===== config.mk =====
export PLATFORM = sky130hd
export DESIGN_NAME = phy_mgmt_regs
export DESIGN_NICKNAME = d
export VERILOG_FILES = /design/src/rtl/phy_mgmt_pkg.sv /design/src/rtl/phy_mgmt_regs.sv
export SDC_FILE = /design/constraint.sdc
export NUM_CORES = 1
export LEC_CHECK = 0
export BUFFER_PORTS_ARGS = -buffer_cell sky130_fd_sc_hd__buf_2
export CAP_MARGIN = 20
export CORE_MARGIN = 2
export CORE_UTILIZATION = 30
export CTS_CLUSTER_DIAMETER = 100
export DETAILED_ROUTE_END_ITERATION = 12
export PLACE_DENSITY = 0.72
export SLEW_MARGIN = 10
export SYNTH_ARGS = -nofsm -noshare
export SYNTH_HDL_FRONTEND = slang
export SYNTH_SLANG_ARGS = --single-unit

===== constraint.sdc =====
create_clock -name clk -period 1.8 [get_ports clk]
set_input_delay 0.36 -clock clk [delete_from_list [all_inputs] [get_ports clk]]
set_output_delay 0.36 -clock clk [all_outputs]
set_load 0.01 [all_outputs]

===== src/rtl/phy_mgmt_pkg.sv =====
package phy_mgmt_pkg;

    localparam int unsigned PHY_DW = 16;
    localparam int unsigned IRQ_W  = 8;

    typedef logic [PHY_DW-1:0] phy_word_t;
    typedef logic [IRQ_W-1:0]  irq_vec_t;

    typedef enum logic [1:0] {
        ST_IDLE       = 2'd0,
        ST_READ_EXEC  = 2'd1,
        ST_WRITE_EXEC = 2'd2
    } mgmt_state_e;

    // register addresses (the host-visible map)
    localparam int unsigned A_CTRL  = 0;
    localparam int unsigned A_STAT  = 1;
    localparam int unsigned A_ID1   = 2;
    localparam int unsigned A_ID2   = 3;
    localparam int unsigned A_ADV   = 4;
    localparam int unsigned A_LPA   = 5;
    localparam int unsigned A_ANX   = 6;
    localparam int unsigned A_ISRC  = 29;
    localparam int unsigned A_IMASK = 30;

    // reset and constant values
    localparam phy_word_t CTRL_RST   = 16'h3000;
    localparam phy_word_t STAT_RST   = 16'h7809;
    localparam phy_word_t ADV_RST    = 16'h01E1;
    localparam phy_word_t ID1_VAL    = 16'h0007;
    localparam phy_word_t ID2_VAL    = 16'hC0D1;
    localparam phy_word_t LPA_VAL    = 16'h0F71;
    localparam phy_word_t ANX_VAL    = 16'h0001;

    // write shaping
    localparam phy_word_t CTRL_WMASK = 16'h7980;
    localparam phy_word_t ADV_WMASK  = 16'h2D7F;
    localparam phy_word_t ADV_FORCE  = 16'h0080;
    localparam int unsigned SOFT_RST_BIT   = 15;
    localparam int unsigned AN_RESTART_BIT = 12;

    // status bits driven by the link
    localparam phy_word_t STAT_LINK   = 16'h0024;
    localparam phy_word_t STAT_ANDONE = 16'h0020;

    // interrupt source events
    localparam irq_vec_t SRC_UP_EVT   = 8'hC0;
    localparam irq_vec_t SRC_DOWN_EVT = 8'h10;

endpackage


===== src/rtl/phy_mgmt_regs.sv =====
module phy_mgmt_regs
    import phy_mgmt_pkg::*;
#(
    parameter int unsigned ADDR_W = 10
) (
    input  logic              clk,
    input  logic              rst,
    input  logic              wr_en,
    input  logic              clr_src,
    input  logic [ADDR_W-1:0] addr,
    input  phy_word_t         wdata,
    input  logic              link_up,
    input  logic              link_chg,
    output phy_word_t         ctrl_o,
    output phy_word_t         stat_o,
    output phy_word_t         adv_o,
    output irq_vec_t          mask_o,
    output irq_vec_t          src_o
);

    localparam logic [ADDR_W-1:0] AD_CTRL  = ADDR_W'(A_CTRL);
    localparam logic [ADDR_W-1:0] AD_ADV   = ADDR_W'(A_ADV);
    localparam logic [ADDR_W-1:0] AD_IMASK = ADDR_W'(A_IMASK);

    phy_word_t ctrl_q, stat_q, adv_q;
    irq_vec_t  mask_q, src_q;
    phy_word_t ctrl_n, stat_n, adv_n;
    irq_vec_t  mask_n, src_n;
    logic      soft_rst;

    always_comb begin
        ctrl_n   = ctrl_q;
        stat_n   = stat_q;
        adv_n    = adv_q;
        mask_n   = mask_q;
        src_n    = src_q;
        soft_rst = 1'b0;

        if (wr_en) begin
            if (addr == AD_CTRL) begin
                if (wdata[SOFT_RST_BIT]) begin
                    soft_rst = 1'b1;
                end else begin
                    ctrl_n = wdata & CTRL_WMASK;
                    if (wdata[AN_RESTART_BIT]) begin
                        stat_n = stat_n | STAT_ANDONE;
                    end
                end
            end else if (addr == AD_ADV) begin
                adv_n = (wdata & ADV_WMASK) | ADV_FORCE;
            end else if (addr == AD_IMASK) begin
                mask_n = wdata[IRQ_W-1:0];
            end
        end

        if (soft_rst) begin
            ctrl_n = CTRL_RST;
            stat_n = STAT_RST;
            adv_n  = ADV_RST;
            mask_n = '0;
            src_n  = '0;
        end

        // clear-on-read comes before the link merge so new events survive
        if (clr_src) begin
            src_n = '0;
        end

        if (link_chg || soft_rst) begin
            if (link_up) begin
                stat_n = stat_n | STAT_LINK;
                src_n  = src_n | SRC_UP_EVT;
            end else begin
                stat_n = stat_n & ~STAT_LINK;
                src_n  = src_n | SRC_DOWN_EVT;
            end
        end
    end

    always_ff @(posedge clk) begin
        if (rst) begin
            ctrl_q <= CTRL_RST;
            stat_q <= link_up ? (STAT_RST | STAT_LINK) : STAT_RST;
            adv_q  <= ADV_RST;
            mask_q <= '0;
            src_q  <= link_up ? SRC_UP_EVT : SRC_DOWN_EVT;
        end else begin
            ctrl_q <= ctrl_n;
            stat_q <= stat_n;
            adv_q  <= adv_n;
            mask_q <= mask_n;
            src_q  <= src_n;
        end
    end

    assign ctrl_o = ctrl_q;
    assign stat_o = stat_q;
    assign adv_o  = adv_q;
    assign mask_o = mask_q;
    assign src_o  = src_q;

endmodule


## Yosys cells after proc, flatten, opt, wreduce, memory -nomap -nowiden

Index checks and enable logic that the tools add are counted.

- Flip-flop bits (word level): 49

- Equal/unequal tests: 3
- Multiplexer cells: 18
- Bitwise operators: 3
- Reduce and logical (&&, ||, !) cells: 11

Operators by type and width:

| cell | count |
|---|---|
| 8-bit 2-to-1 mux | 6 |
| 6-bit 2-to-1 mux | 7 |
| 16-bit 2-to-1 mux | 2 |
| 4-bit nonzero test | 3 |
| 10-bit by 3-bit equality test with 1-bit output (second input constant) | 1 |
| 10-bit by 5-bit equality test with 1-bit output (second input constant) | 1 |
| 10-bit logical NOT | 1 |
| 4-bit AND reduction | 2 |
| 3-bit AND reduction | 2 |
| 4-bit by 2-bit inequality test with 1-bit output (second input constant) | 1 |
| 1-bit 2-to-1 mux | 3 |
| 1-bit inverter | 3 |
| 3-bit nonzero test | 1 |
| 2-bit OR reduction | 1 |
| 1-bit logical OR | 1 |

## Longest topological paths before layout

- Word-level depth: 8
- Depth in mapped cells: 5

## Least setup slack after synthesis

No wires, ideal clock.

- Path type: input-to-reg
- Start point: input port addr[8]
- End point: register stat_q[5], in the netlist stat_o[5], enable pin
- Arrival: 1438 ps
- Required time: 1509 ps
- Setup slack: 71 ps
- Cell stages on the path: 4
- Buffers on the path: 1
- Cell sequence: or4b_1 -> buf_2 -> nor4_2 -> or2_1

- Longest elaborated chain between the ends: 6
- Elaborated cells between the ends (all ways): 9
- Classes of those cells: eq/ne (1); mux (2); reduce/logical (6)

RTL lines:

| what | line | source |
|---|---|---|
| from (decl) | phy_mgmt_regs.sv:10 | `input logic [ADDR_W-1:0] addr,` |
| 10-bit logical NOT * | phy_mgmt_regs.sv:40 | `if (addr == AD_CTRL) begin` |
| 1-bit 2-to-1 mux | phy_mgmt_regs.sv:40 |  |
| 1-bit 2-to-1 mux | phy_mgmt_regs.sv:39 | `if (wr_en) begin` |
| 1-bit logical OR | phy_mgmt_regs.sv:69 | `if (link_chg \|\| soft_rst) begin` |
| 4-bit by 2-bit inequality test with 1-bit output (no source line) or 4-bit nonzero test (tied branches) | -- |  |
| 4-bit AND reduction (no source line) * | -- |  |
| to (signal assigned) | phy_mgmt_regs.sv:83 | `stat_q <= link_up ? (STAT_RST \| STAT_LINK) : STAT_RST;` |
| to (signal assigned) | phy_mgmt_regs.sv:89 | `stat_q <= stat_n;` |
| to (decl) | phy_mgmt_regs.sv:25 | `phy_word_t ctrl_q, stat_q, adv_q;` |

Every way passes the cells marked *; elsewhere a longest branch is shown, timed or not.
A chain may end at the register's enable or synchronous reset.

## Worst setup path in the final report

Same ends and word-level chain as after synthesis.

==> metrics.txt <==
Post-Synthesis Cell Area 1773 sq um; crit path launch addr[8]; pwr dens 710.7 nW/um^2; wire length per cell roughly 14 um; #FFs+latches synth 30; Setup WS pre-CTS -54.19 ps; vias in the first global route 1,469; Synth Area in Compound Gates 22.65%; WHS 271.1 ps; Congestion Overflow GR 0; clk slew on worst S/H paths 60 ps; CTS hold repair buffers 0; CTS tree built; row cnt 27; Post-Synth Simple-Gate Area 19.12%; Critical Path RT 1810 ps; CP Class primary input to flip-flop; layout cells sized above 1 around two fifths; largest net degree at the start of global routing 24; Clk Latency, worst-skew pair 290 ps; Top FF cell, synth dfxtp_1; clock skew 0 ps; sequential area share after synthesis a little over a third; final worst slack around 250 ps; global-route wire length before repair 6.969 mm; die boundary width between 80 and 90 um; antenna viol nets, final 0; io pins 96; HP Class primary input to flip-flop; CTS H-tree depth 2; clk root buf clkbuf_8; post-cts resize count 0; Worst EP arrival 1560 ps; layout net count a little under 300; f_max 645.2 MHz; total track usage between 10 and 15%; Slew Viols, Final 0; ANT cells 0; initial antenna violation count 0; Post-Synthesis Cells 190; dpl cells between 300 and 400; Syn Area/Cell ~9.3 sq um; Layout area overhead 24.56%; DR vias 1,644; outcome complete, no violations; Hold Vio Cnt, Final 0; max-cap check violation count 0; clock buffer depth 2; Startpoint Class primary input; Peak VDD IR 308.8 uV; fillcell total 600; Post-CTS Setup Bufs 0; die area 6541 sq um; Synth Warn # 0; Worst R2R Start ctrl_o[13]; Synth Area in XOR/XNOR 0%; Detailed Routing Iterations Pass 1 5; clock buffer count from CTS 5; final WL ~4.6 mm; Post-synth ARST share 0%; DRC 0; Finished Layout Cells 332; fraction of synthesized area in multiplexers 0%; die height 80.88 um; via/cell ratio ~5; Initial Util 31.62%; GP Congestion 0.7694; RSZ-0062 raised after global routing no; EDFF count, synth 2; Yosys cell types 37; Final min period 1550 ps; Leak Pwr 0.9287 nW; final setup vio count 0; crit-path max FO 3; detailed router's first-iteration violation count 99; Tot Pwr 1.569 mW; largest family of logic cells by synthesized area buffers and inverters; adder-cell share of the synthesized area 0%; clock sink count 30; DP HPWL 3.389 mm; PortBufs 60; CP endpoint kind flip-flop; core footprint 5608 sq um; period utilisation layout 86.10%; HP Start link_up
-- per-layer routing --
layer	vias to the layer above	share of wire (%)	global-route usage, %
met3	7	10	5.222
met2	83	47	21.90
met5	-	0	0
met4	0	1.1	3.729
met1	774	42	18.14
li1	780	-	-
-- critical path, cell delays in order --
cell    delay (ps)
buf_2          100
or4b_1         610
nor4_2         330
or2_1          150
-- final timing paths --
check / endpoint / cells past startpoint / slack (ps)
worst max-delay path: stat_o[5] / 4 / 250
worst min-delay path: src_o[4] / 2 / 270
worst max register to register: ctrl_o[13] / 2 / 1040
worst min register to register: ctrl_o[7] / 2 / 460
-- through the flow --
stage / TNS (ps) / area [sq um] / util [%]
3_5_place_dp: -66.05 / 2100 / 37.44
6_report: 0 / 2208 / 39.38
3_3_place_gp: -20.68 / 2100 / 37.44
4_1_cts: 0 / 2208 / 39.38
5_1_grt: 0 / 2208 / 39.38
2_1_floorplan: 0 / 1893 / -
-- area by class of cell --
type / instances / area, sq um / share of cell area (%)
clock buffer: 5 / 68.82 / 3.116
clock inverter: 3 / 40.04 / 1.813
inverter: 5 / 18.77 / 0.8499
multi-input combinational: 135 / 879.6 / 39.83
sequential: 30 / 620.6 / 28.10
tap: 72 / 90.09 / 4.079
timing repair buffer: 82 / 490.5 / 22.21
-- layout by cell type (no fill, tap or decap), types with 3 or more instances in the layout --
master	count
a21oi_1	19
a31oi_1	4
buf_2	60
buf_4	20
clkbuf_8	5
conb_1	34
dfxtp_1	28
inv_1	5
nand4_1	20
nor2_1	3
nor2b_1	4
nor4_2	4
o21ai_1	4
o31ai_1	12
o31ai_2	7
o32ai_1	3
-- flip-flops by register name, indices dropped and copies added (netlist names) --
register and flops:
adv_o 11, ctrl_o 6, mask_o 8, src_o 3
stat_o 2
-- logic make-up after synthesis --
family | after synthesis
other | 2
AO/OA/AOI/OAI | 56
AND/OR/NAND/NOR | 45
buffers and inverters | 57
flip-flops | 30
-- cell usage after synthesis (3+ instances only) --
master / number / share of area, %
clkbuf_1: 3 / 0.64
a21oi_1: 19 / 5.4
a31oi_1: 4 / 1.4
nor2b_1: 4 / 1.4
o31ai_2: 7 / 4.9
o21ai_1: 4 / 1.1
inv_1: 5 / 1.1
o32ai_1: 3 / 1.5
nor4_2: 4 / 2.8
nand4_1: 20 / 7.1
nor2_1: 3 / 0.64
dfxtp_1: 28 / 32
o31ai_1: 12 / 5.1
buf_2: 7 / 2.0
buf_6: 3 / 1.9
buf_4: 38 / 16
-- power by group --
group | internal (mW) | switching, mW
Combinational | 0.0754 | 0.134
Clock | 0.407 | 0.268
Sequential | 0.682 | 0.00361
Power figures use the tool's default switching activity.
